===== src/rtl/dma_ag_pkg.sv =====
package dma_ag_pkg;
  typedef enum logic [1:0] {
    SZ_BYTE = 2'd0,
    SZ_HALF = 2'd1,
    SZ_WORD = 2'd2,
    SZ_BAD  = 2'd3
  } elem_size_e;

  typedef enum logic [1:0] {
    ST_IDLE = 2'd0,
    ST_RUN  = 2'd1,
    ST_DONE = 2'd2
  } run_state_e;
endpackage


===== src/rtl/dma_ag_cfg_chk.sv =====
module dma_ag_cfg_chk #(
  parameter int CW = 16
) (
  input  logic [CW-1:0] xcnt,
  input  logic [CW-1:0] ycnt,
  input  logic          two_d,
  input  logic [1:0]    size,
  output logic          ok
);
  import dma_ag_pkg::*;

  logic x_zero;
  logic y_zero;
  logic size_bad;

  always_comb begin
    x_zero   = (xcnt == '0);
    y_zero   = two_d && (ycnt == '0);
    size_bad = (elem_size_e'(size) == SZ_BAD);
    ok       = !x_zero && !y_zero && !size_bad;
  end
endmodule


===== src/rtl/dma_ag_cnt.sv =====
module dma_ag_cnt #(
  parameter int CW = 16
) (
  input  logic          clk,
  input  logic          rst_n,
  input  logic          load,
  input  logic          dec,
  input  logic [CW-1:0] load_val,
  output logic          last
);
  localparam logic [CW-1:0] ONE = {{(CW-1){1'b0}}, 1'b1};

  logic [CW-1:0] cnt_q;
  logic [CW-1:0] cnt_d;
  logic          cnt_en;

  always_comb begin
    cnt_en = load | dec;
    cnt_d  = load ? load_val : (cnt_q - ONE);
  end

  always_ff @(posedge clk or negedge rst_n) begin
    if (!rst_n) begin
      cnt_q <= '0;
    end else if (cnt_en) begin
      cnt_q <= cnt_d;
    end
  end

  assign last = (cnt_q == ONE);
endmodule


===== src/rtl/dma_ag_step.sv =====
module dma_ag_step #(
  parameter int AW = 32,
  parameter int MW = 16
) (
  input  logic [AW-1:0] cur,
  input  logic [MW-1:0] xmod,
  input  logic [MW-1:0] ymod,
  input  logic          row_end,
  output logic [AW-1:0] nxt
);
  localparam int EXT = AW - MW;

  logic [AW-1:0] stride;

  always_comb begin
    if (row_end) begin
      stride = {{EXT{ymod[MW-1]}}, ymod};
    end else begin
      stride = {{EXT{xmod[MW-1]}}, xmod};
    end
    nxt = cur + stride;
  end
endmodule


===== src/rtl/dma_addr_gen.sv =====
module dma_addr_gen #(
  parameter int AW = 32,
  parameter int CW = 16,
  parameter int MW = 16
) (
  input  logic          clk,
  input  logic          rst_n,
  input  logic          start,
  input  logic          enable,
  input  logic [AW-1:0] cfg_base,
  input  logic [CW-1:0] cfg_xcnt,
  input  logic [MW-1:0] cfg_xmod,
  input  logic [CW-1:0] cfg_ycnt,
  input  logic [MW-1:0] cfg_ymod,
  input  logic [1:0]    cfg_size,
  input  logic          cfg_two_d,
  input  logic          cfg_auto,
  input  logic          cfg_irq_row,
  input  logic          cfg_irq_end,
  output logic          addr_valid,
  input  logic          addr_ready,
  output logic [AW-1:0] addr,
  output logic [1:0]    addr_size,
  output logic          busy,
  output logic          done,
  output logic          err,
  output logic          irq_row,
  output logic          irq_end
);
  import dma_ag_pkg::*;

  localparam logic [CW-1:0] ONE = {{(CW-1){1'b0}}, 1'b1};

  run_state_e    st_q, st_d;
  logic [AW-1:0] addr_q, addr_d;
  logic [AW-1:0] base_q;
  logic [CW-1:0] xcnt_q, ycnt_q;
  logic [MW-1:0] xmod_q, ymod_q;
  logic [1:0]    size_q;
  logic          auto_q, irqr_en_q, irqe_en_q;
  logic          err_q, err_d;
  logic          irq_row_q, irq_row_d;
  logic          irq_end_q, irq_end_d;

  logic          cfg_ok;
  logic          start_idle, start_ok, start_bad;
  logic          acc, x_last, y_last, final_elem;
  logic          addr_en;
  logic [CW-1:0] ycnt_eff;
  logic [AW-1:0] step_nxt;
  logic          xc_load, xc_dec, yc_load, yc_dec;
  logic [CW-1:0] xc_val, yc_val;

  dma_ag_cfg_chk #(.CW(CW)) u_cfg (
    .xcnt  (cfg_xcnt),
    .ycnt  (cfg_ycnt),
    .two_d (cfg_two_d),
    .size  (cfg_size),
    .ok    (cfg_ok)
  );

  always_comb begin
    start_idle = start && (st_q != ST_RUN);
    start_ok   = start_idle && cfg_ok;
    start_bad  = start_idle && !cfg_ok;
    acc        = addr_valid && addr_ready;
    final_elem = x_last && y_last;
    ycnt_eff   = cfg_two_d ? cfg_ycnt : ONE;
    xc_load    = start_ok | (acc & x_last);
    xc_val     = start_ok ? cfg_xcnt : xcnt_q;
    xc_dec     = acc & ~x_last;
    yc_load    = start_ok | (acc & final_elem & auto_q);
    yc_val     = start_ok ? ycnt_eff : ycnt_q;
    yc_dec     = acc & x_last & ~final_elem;
  end

  dma_ag_cnt #(.CW(CW)) u_xcnt (
    .clk      (clk),
    .rst_n    (rst_n),
    .load     (xc_load),
    .dec      (xc_dec),
    .load_val (xc_val),
    .last     (x_last)
  );

  dma_ag_cnt #(.CW(CW)) u_ycnt (
    .clk      (clk),
    .rst_n    (rst_n),
    .load     (yc_load),
    .dec      (yc_dec),
    .load_val (yc_val),
    .last     (y_last)
  );

  dma_ag_step #(.AW(AW), .MW(MW)) u_step (
    .cur     (addr_q),
    .xmod    (xmod_q),
    .ymod    (ymod_q),
    .row_end (x_last),
    .nxt     (step_nxt)
  );

  // next-state logic
  always_comb begin
    st_d      = st_q;
    addr_d    = addr_q;
    err_d     = err_q;
    irq_row_d = acc && x_last && irqr_en_q;
    irq_end_d = acc && final_elem && irqe_en_q;
    addr_en   = start_ok | acc;
    if (start_ok) begin
      st_d   = ST_RUN;
      addr_d = cfg_base;
      err_d  = 1'b0;
    end else if (start_bad) begin
      err_d  = 1'b1;
    end else if (acc) begin
      if (final_elem) begin
        if (auto_q) begin
          addr_d = base_q;
        end else begin
          st_d   = ST_DONE;
          addr_d = addr_q;
        end
      end else begin
        addr_d = step_nxt;
      end
    end
  end

  // state registers
  always_ff @(posedge clk or negedge rst_n) begin
    if (!rst_n) begin
      st_q      <= ST_IDLE;
      err_q     <= 1'b0;
      irq_row_q <= 1'b0;
      irq_end_q <= 1'b0;
    end else begin
      st_q      <= st_d;
      err_q     <= err_d;
      irq_row_q <= irq_row_d;
      irq_end_q <= irq_end_d;
    end
  end

  always_ff @(posedge clk or negedge rst_n) begin
    if (!rst_n) begin
      addr_q <= '0;
    end else if (addr_en) begin
      addr_q <= addr_d;
    end
  end

  // configuration capture, clock-enabled by an accepted start
  always_ff @(posedge clk or negedge rst_n) begin
    if (!rst_n) begin
      base_q    <= '0;
      xcnt_q    <= '0;
      ycnt_q    <= '0;
      xmod_q    <= '0;
      ymod_q    <= '0;
      size_q    <= '0;
      auto_q    <= 1'b0;
      irqr_en_q <= 1'b0;
      irqe_en_q <= 1'b0;
    end else if (start_ok) begin
      base_q    <= cfg_base;
      xcnt_q    <= cfg_xcnt;
      ycnt_q    <= ycnt_eff;
      xmod_q    <= cfg_xmod;
      ymod_q    <= cfg_ymod;
      size_q    <= cfg_size;
      auto_q    <= cfg_auto;
      irqr_en_q <= cfg_irq_row;
      irqe_en_q <= cfg_irq_end;
    end
  end

  assign busy       = (st_q == ST_RUN);
  assign done       = (st_q == ST_DONE);
  assign addr_valid = busy && enable;
  assign addr       = addr_q;
  assign addr_size  = size_q;
  assign err        = err_q;
  assign irq_row    = irq_row_q;
  assign irq_end    = irq_end_q;
endmodule


===== config.mk =====
export PLATFORM = sky130hd
export DESIGN_NAME = dma_addr_gen
export DESIGN_NICKNAME = d
export VERILOG_FILES = /design/src/rtl/dma_ag_pkg.sv /design/src/rtl/dma_ag_cfg_chk.sv /design/src/rtl/dma_ag_cnt.sv /design/src/rtl/dma_ag_step.sv /design/src/rtl/dma_addr_gen.sv
export SDC_FILE = /design/constraint.sdc
export NUM_CORES = 1
export LEC_CHECK = 0
export BUFFER_PORTS_ARGS = -buffer_cell sky130_fd_sc_hd__buf_4
export CAP_MARGIN = 20
export CORE_ASPECT_RATIO = 0.8
export CORE_MARGIN = 10
export CORE_UTILIZATION = 49
export CTS_CLUSTER_SIZE = 28
export DETAILED_ROUTE_END_ITERATION = 12
export GPL_TIMING_DRIVEN = 0
export PLACE_DENSITY = 0.78
export SLEW_MARGIN = 20
export SYNTH_ARGS = -nofsm -noshare
export SYNTH_HDL_FRONTEND = slang
export SYNTH_SLANG_ARGS = --single-unit

===== constraint.sdc =====
create_clock -name clk -period 7.9 [get_ports clk]
set_input_delay 0.395 -clock clk [delete_from_list [all_inputs] [get_ports clk]]
set_output_delay 0.395 -clock clk [all_outputs]
set_load 0.01 [all_outputs]

# Word level (Yosys, flattened, before mapping)

Cells that the tools add are included.

Register bits after elaboration: 170
Bits of input ports: 107
Word-level logic and storage cells: 82
Output and inout bits: 40

$add $sub $neg: 3
Equality and inequality tests: 9
Muxes and demuxes: 18
Reductions and logical operators: 24
Bitwise logic cells: 12

Operators with widths:

| cell                  | count |
|---|---|
| $mux 32               | 6 |
| $mux 16               | 5 |
| $add 32x32->32        | 1 |
| $eq 16x1->1 const B   | 2 |
| $logic_not 16->1      | 2 |
| $sub 16x1->16 const B | 2 |
| $logic_and 1x1->1     | 13 |
| $mux 2                | 5 |
| $reduce_and 4->1      | 2 |
| $reduce_bool 2->1     | 3 |
| $and 1x1->1           | 5 |
| $or 1x1->1            | 5 |
| $eq 2x2->1 const B    | 2 |
| $logic_not 1->1       | 4 |
| $ne 2x1->1 const B    | 2 |
| $ne 3x3->1 const B    | 1 |
| $eq 2x1->1 const B    | 1 |
| $mux 1                | 2 |
| $ne 2x2->1 const B    | 1 |
| $not 1->1             | 2 |

# Logic depth before layout (Yosys ltp)

Word-level depth: 9
Gate-level depth with buffers: 19
Mapped depth without buffers: 17

# Cells and area by module

From an unflattened synthesis, not the netlist that was laid out.

Cell total of the unflattened synthesis: 994
Area total of the unflattened synthesis: 10289.9 µm²

Modules (own cells, without submodules):

| module         | cells an instance | sequential area each (µm²) | times used | area an instance (µm²) |
|---|---|---|---|---|
| dma_addr_gen   | 508               | 3453.3                     | 1          | 6229.7 |
| dma_ag_step    | 278               | 0.0                        | 1          | 2059.5 |
| dma_ag_cnt     | 98                | 400.4                      | 2          | 949.7 |
| dma_ag_cfg_chk | 12                | 0.0                        | 1          | 101.3 |

# Worst setup path after synthesis

Ideal clock, no wire load.

Path kind: register -> register
Start: register u_xcnt.cnt_q[10]
End: register addr_q[26], in the netlist addr[26]
Buffers on the path: 2
Cell stages (with the launch flop): 19
Period minus slack after synthesis: 4.202 ns
Setup slack: 3.698 ns
Required time: 7.770 ns
Library setup time: 0.130 ns
Arrival time: 4.071 ns
Cell sequence: dfrtp_1 -> or3_4 -> nor3_4 -> nand4_2 -> buf_2 -> buf_1 -> mux2_2 -> ha_1 -> inv_1 -> fa_1 -> nor2b_1 -> o21ai_0 -> a21boi_0 -> o31ai_1 -> a2111oi_0 -> o2111ai_1 -> a21oi_1 -> mux2i_1 -> nand3_1

Word-level cells in the longest chain between the ends: 7
Elaborated cells between the ends (all ways): 10
Classes of those cells: add/sub: 1; eq/ne: 2; mux: 5; reduce/logical: 2

RTL lines:

| what                   | line                | text |
|---|---|---|
| start, declared        | dma_ag_cnt.sv:13    | `logic [CW-1:0] cnt_q;` |
| start signal, assigned | dma_ag_cnt.sv:26    | `cnt_q <= cnt_d;` |
| $eq 16x1->1 *          | dma_ag_cnt.sv:30    | `assign last = (cnt_q == ONE);` |
| $mux 32                | dma_ag_step.sv:16   | `if (row_end) begin` |
| $add 32x32->32         | dma_ag_step.sv:21   | `nxt = cur + stride;` |
| $mux 32                | dma_addr_gen.sv:118 | `if (final_elem) begin` |
| $mux 32                | dma_addr_gen.sv:117 | `end else if (acc) begin` |
| $mux 32                | dma_addr_gen.sv:115 | `end else if (start_bad) begin` |
| $mux 32                | dma_addr_gen.sv:111 | `if (start_ok) begin` |
| end signal, assigned   | dma_addr_gen.sv:150 | `addr_q <= addr_d;` |
| end, declared          | dma_addr_gen.sv:35  | `logic [AW-1:0] addr_q, addr_d;` |

Every way passes the cells marked *; elsewhere a longest branch is shown, timed or not. The select of a mux whose other input is x is not followed.
A chain may end at the register's enable or synchronous reset.

# Worst setup path after layout

Start: register u_xcnt.cnt_q[2]
End: register addr_q[26], in the netlist addr[26]

Same word-level chain as after synthesis.

==> results by group <==
Placed design
  – Port-buffer cells: between 100 and 150
  – Gpl congestion: between 0.9 and 1
  – Placement Cell Area: between 10000 and 15000 µm²
  – Setup WS pre-CTS: about 2.6 ns
  – Post-detail-place hpwl: around 22 mm

Synthesis
  – Mux share of post-synthesis cell area: under 10%
  – Count leader, synth: nand2_1
  – Top post-synthesis cells by area: dfrtp_1, nand2_1, ha_1, o21ai_0, a21oi_1
  – Largest family of logic cells by synthesized area: simple AND/OR/NAND/NOR gates
  – Top post-synthesis cells by count: nand2_1, dfrtp_1, o21ai_0
  – Fraction of registers with async set/reset: 100.0%
  – Seq/Total Area, Yosys: ~45%
  – Post-Synth XOR/XNOR Area: under 10%
  – Predominant post-synthesis flop cell: dfrtp_1
  – YS warnings: 0
  – Post-synth EDFFs: 0
  – Yosys top cell area share: between 40% and 50%
  – Yosys reg bits: 170
  – Mapped cell area: 9513 µm²
  – Synth Area in Compound Gates: between 10% and 20%
  – Synthesized-area fraction occupied by adder cells: between 5 and 6%
  – Synth area leader: dfrtp_1
  – Gate count of the mapped netlist: approximately 1100
  – Syn_area_per_cell: between 8 and 9 µm²
  – Synth Area in Simple Gates: 24.32%
  – Synth cell types: a little under 60
  – Syn nets: between 1000 and 1500

Power and ir drop
  – Final Power: ~4700 µW
  – Net Sw Power: just under 2000 µW
  – PD cells: roughly 400 nW/µm²
  – Switch share: approximately 42%
  – Seq pwr share: 33.7%
  – Clock power frac: between 10% and 20%
  – Lkg Pwr: 0.005663 µW
  – Internal power: around 2700 µW
  – Peak VDD IR: 0.2416 mV
  – Logic pwr share: a little under half

CTS
  – CTS max path bufs: 2
  – Clock root buffer: clkbuf_16
  – Cts bufs inserted: 17
  – H-tree levels: 4
  – CTS clock-pin slew for the worst setup and hold paths: ~0.070 ns
  – Post-CTS Resized: 0
  – Clk Latency, worst-skew pair: between 0.4 and 0.5 ns
  – TritonCTS clock tree: built
  – Sink Count: between 150 and 200

Global route
  – First-pass GRT wire length: between 40 and 50 mm
  – Vias in the first global route: about 8700
  – Total GRT Usage: a little under a quarter
  – Gr ovfl total: 0
  – Initial antenna violation count: 1
  – Largest net degree at the start of global routing: 90

Timing
  – Period Utilization, post-route: around 70%
  – Final hold vios: 0
  – Fin. max-slew vios: 0
  – Fin worst setup slack: approximately 2.5 ns
  – Worst slew pin tran: roughly 1 ns
  – Peak Freq: roughly 180 MHz
  – Final TNS setup: 0 ns
  – Final setup vio count: 0
  – Clock Skew: around 0.01 ns
  – RSZ-0062 raised after global routing: false
  – Fin crit period: roughly 5.4 ns
  – Slew margin rel.: 31.77%

Setup path
  – Worst EP arrival: between 5 and 6 ns
  – Worst R2R Start: u_xcnt.cnt_q[2]$_DFFE_PN0P_
  – R2r setup slk: approximately 2.5 ns
  – WS Path Type: flip-flop to flip-flop
  – CP required: approximately 8.2 ns
  – Crit path capture type: flip-flop
  – CP Max Fanout: 10
  – Worst R2R Path Depth: 18
  – CP startpoint kind: flip-flop
  – R2r endpoint: addr[26]$_DFFE_PN0P_

Floorplanning
  – Die X: 175.8 µm
  – Site row count: 45
  – Num ports: between 100 and 150
  – Die ar.: roughly 25000 µm²
  – Core area: around 19000 µm²
  – DIE HEIGHT: roughly 140 µm
  – Initial Util: about half

Finish
  – Fillcell total: roughly 1700
  – Syn-to-layout area delta: 21.69%
  – Post-route cell area: between 10000 and 15000 µm²
  – Antenna diodes: 0
  – Share of layout cells above drive strength 1: approximately 17%
  – Nets: 1455
  – Final core area utilization: between 60% and 70%

Routing
  – Avg Vias per Cell: between 5 and 6
  – Via count: about 9100
  – Initial DRC Count: approximately 1100
  – Wire per inst: 19.00 µm
  – Total wire length: 30.04 mm
  – Antenna violation net count after detailed routing: 0
  – DR DRC count: 0
  – Pre-antenna DRT Iters: 6

Job
  – Max-cap violations: 0

Min path
  – Min-delay src: cfg_xmod[8]
  – Hold WC Path Type: input pin to flip-flop
  – Min-Delay Path Depth: 3
  – Hold Path End: xmod_q[8]$_DFFE_PN0P_

Status
  – Status: complete, no violations
## power groups by stage
stage / Clock, µW / Sequential [µW] / Combinational [µW]
3_3_place_gp: 0 / 1560 / 2130
3_5_place_dp: 0 / 1570 / 2180
6_report: 870 / 1570 / 2220
5_1_grt: 905 / 1620 / 2490
2_1_floorplan: 0 / 1530 / 1540
4_1_cts: 873 / 1560 / 2200
## layout by cell type, fill, tap and decap left out, types with 5 or more instances in the layout
| cell type | synthesis | final |
|---|---|---|
| a211o_1 | 5 | 5 |
| a21o_1 | 17 | 17 |
| a21oi_1 | 71 | 71 |
| a22oi_1 | 18 | 18 |
| a31oi_1 | 7 | 7 |
| and3_1 | 5 | 5 |
| buf_1 | 7 | 7 |
| buf_2 | 11 | 11 |
| buf_4 | 0 | 145 |
| clkbuf_1 | 36 | 36 |
| clkbuf_16 | 0 | 17 |
| dfrtp_1 | 170 | 170 |
| ha_1 | 37 | 37 |
| inv_1 | 24 | 24 |
| inv_6 | 0 | 5 |
| mux2_2 | 16 | 16 |
| nand2_1 | 343 | 343 |
| nand3_1 | 42 | 42 |
| nand4_1 | 14 | 14 |
| nor2_1 | 65 | 65 |
| nor2b_1 | 10 | 10 |
| nor3_1 | 23 | 23 |
| nor4_1 | 10 | 10 |
| o211ai_1 | 20 | 20 |
| o21a_1 | 5 | 5 |
| o21ai_0 | 73 | 73 |
| o21ai_1 | 11 | 11 |
| o22ai_1 | 9 | 9 |
| or3_1 | 7 | 7 |
| xnor2_1 | 16 | 16 |
| xor2_1 | 13 | 13 |
## sequential cells by signal, indices dropped and copies added, names as in the netlist, 2 cells and up
signal        count
addr             32
addr_size         2
base_q           32
st_q              2
u_xcnt.cnt_q     16
u_ycnt.cnt_q     16
xcnt_q           16
xmod_q           16
ycnt_q           16
ymod_q           16
## what timing repair did
| action | 4_1_cts | 5_1_grt |
|---|---|---|
| hold buffers | 1 | 0 |
| endpoints found under the hold margin | 39 | 0 |
| setup endpoints to repair | 0 | 0 |
| setup buffers | 0 | 0 |
## cells by family after synthesis
logic type      after synthesis
mux                          19
buf+inv                      82
simple gates                537
xor+xnor                     29
flops                       170
compound gates              268
fa+ha+maj                    38
## how the worst max path moves through the flow
stage / startpoint / end / slack (ns) / cells after the start
global route: u_xcnt.cnt_q[2]$_DFFE_PN0P_ / addr[26]$_DFFE_PN0P_ / 2.08 / 18
detailed placement: u_xcnt.cnt_q[2]$_DFFE_PN0P_ / addr[26]$_DFFE_PN0P_ / 2.61 / 18
CTS: u_xcnt.cnt_q[2]$_DFFE_PN0P_ / addr[26]$_DFFE_PN0P_ / 2.57 / 18
floorplan: u_xcnt.cnt_q[10]$_DFFE_PN0P_ / addr[26]$_DFFE_PN0P_ / 3.70 / 18
global placement: u_xcnt.cnt_q[10]$_DFFE_PN0P_ / addr[26]$_DFFE_PN0P_ / 2.71 / 18
finish: u_xcnt.cnt_q[2]$_DFFE_PN0P_ / addr[26]$_DFFE_PN0P_ / 2.48 / 18
## metal layers
| metal | GRT usage [%] | vias up | wire, µm |
|---|---|---|---|
| met5 | 0 | - | 12 |
| met4 | 5.788 | 2 | 498 |
| met3 | 6.696 | 43 | 2950 |
| met2 | 34.48 | 431 | 12970 |
| met1 | 32.33 | 4340 | 13600 |
| li1 | - | 4292 | - |
## worst max-delay path: stages (launching register included)
cell	delay, ns
dfrtp_1	0.42
or3_4	0.44
nor3_4	0.20
nand4_2	0.25
buf_2	0.31
buf_1	0.36
mux2_2	0.36
ha_1	0.21
inv_1	0.07
fa_1	0.39
nor2b_1	0.12
o21ai_0	0.11
a21boi_0	0.31
o31ai_1	0.24
a2111oi_0	0.69
o2111ai_1	0.26
a21oi_1	0.24
mux2i_1	0.22
nand3_1	0.09
## per-stage QoR
stage,hold WS (ns),cells
after global routing,0.1475,1581
after detailed placement,0.4490,1548
after CTS,0.1457,1581
after floorplan,0.09941,1143
after global placement,0.4491,1547
final,0.1442,1581
## layout make-up
| class | instances | area (µm²) | share of cell area, % |
|---|---|---|---|
| repair buffers | 148 | 1141 | 9.857 |
| clock buffers | 18 | 439.2 | 3.794 |
| plain buffers | 58 | 261.5 | 2.259 |
| inverters | 24 | 90.09 | 0.7782 |
| well taps | 258 | 322.8 | 2.789 |
| flip-flops and latches | 170 | 4254 | 36.75 |
| multi-input cells | 891 | 4907 | 42.39 |
| clock inverters | 14 | 160.2 | 1.383 |
(Power assumes the default switching activity.)
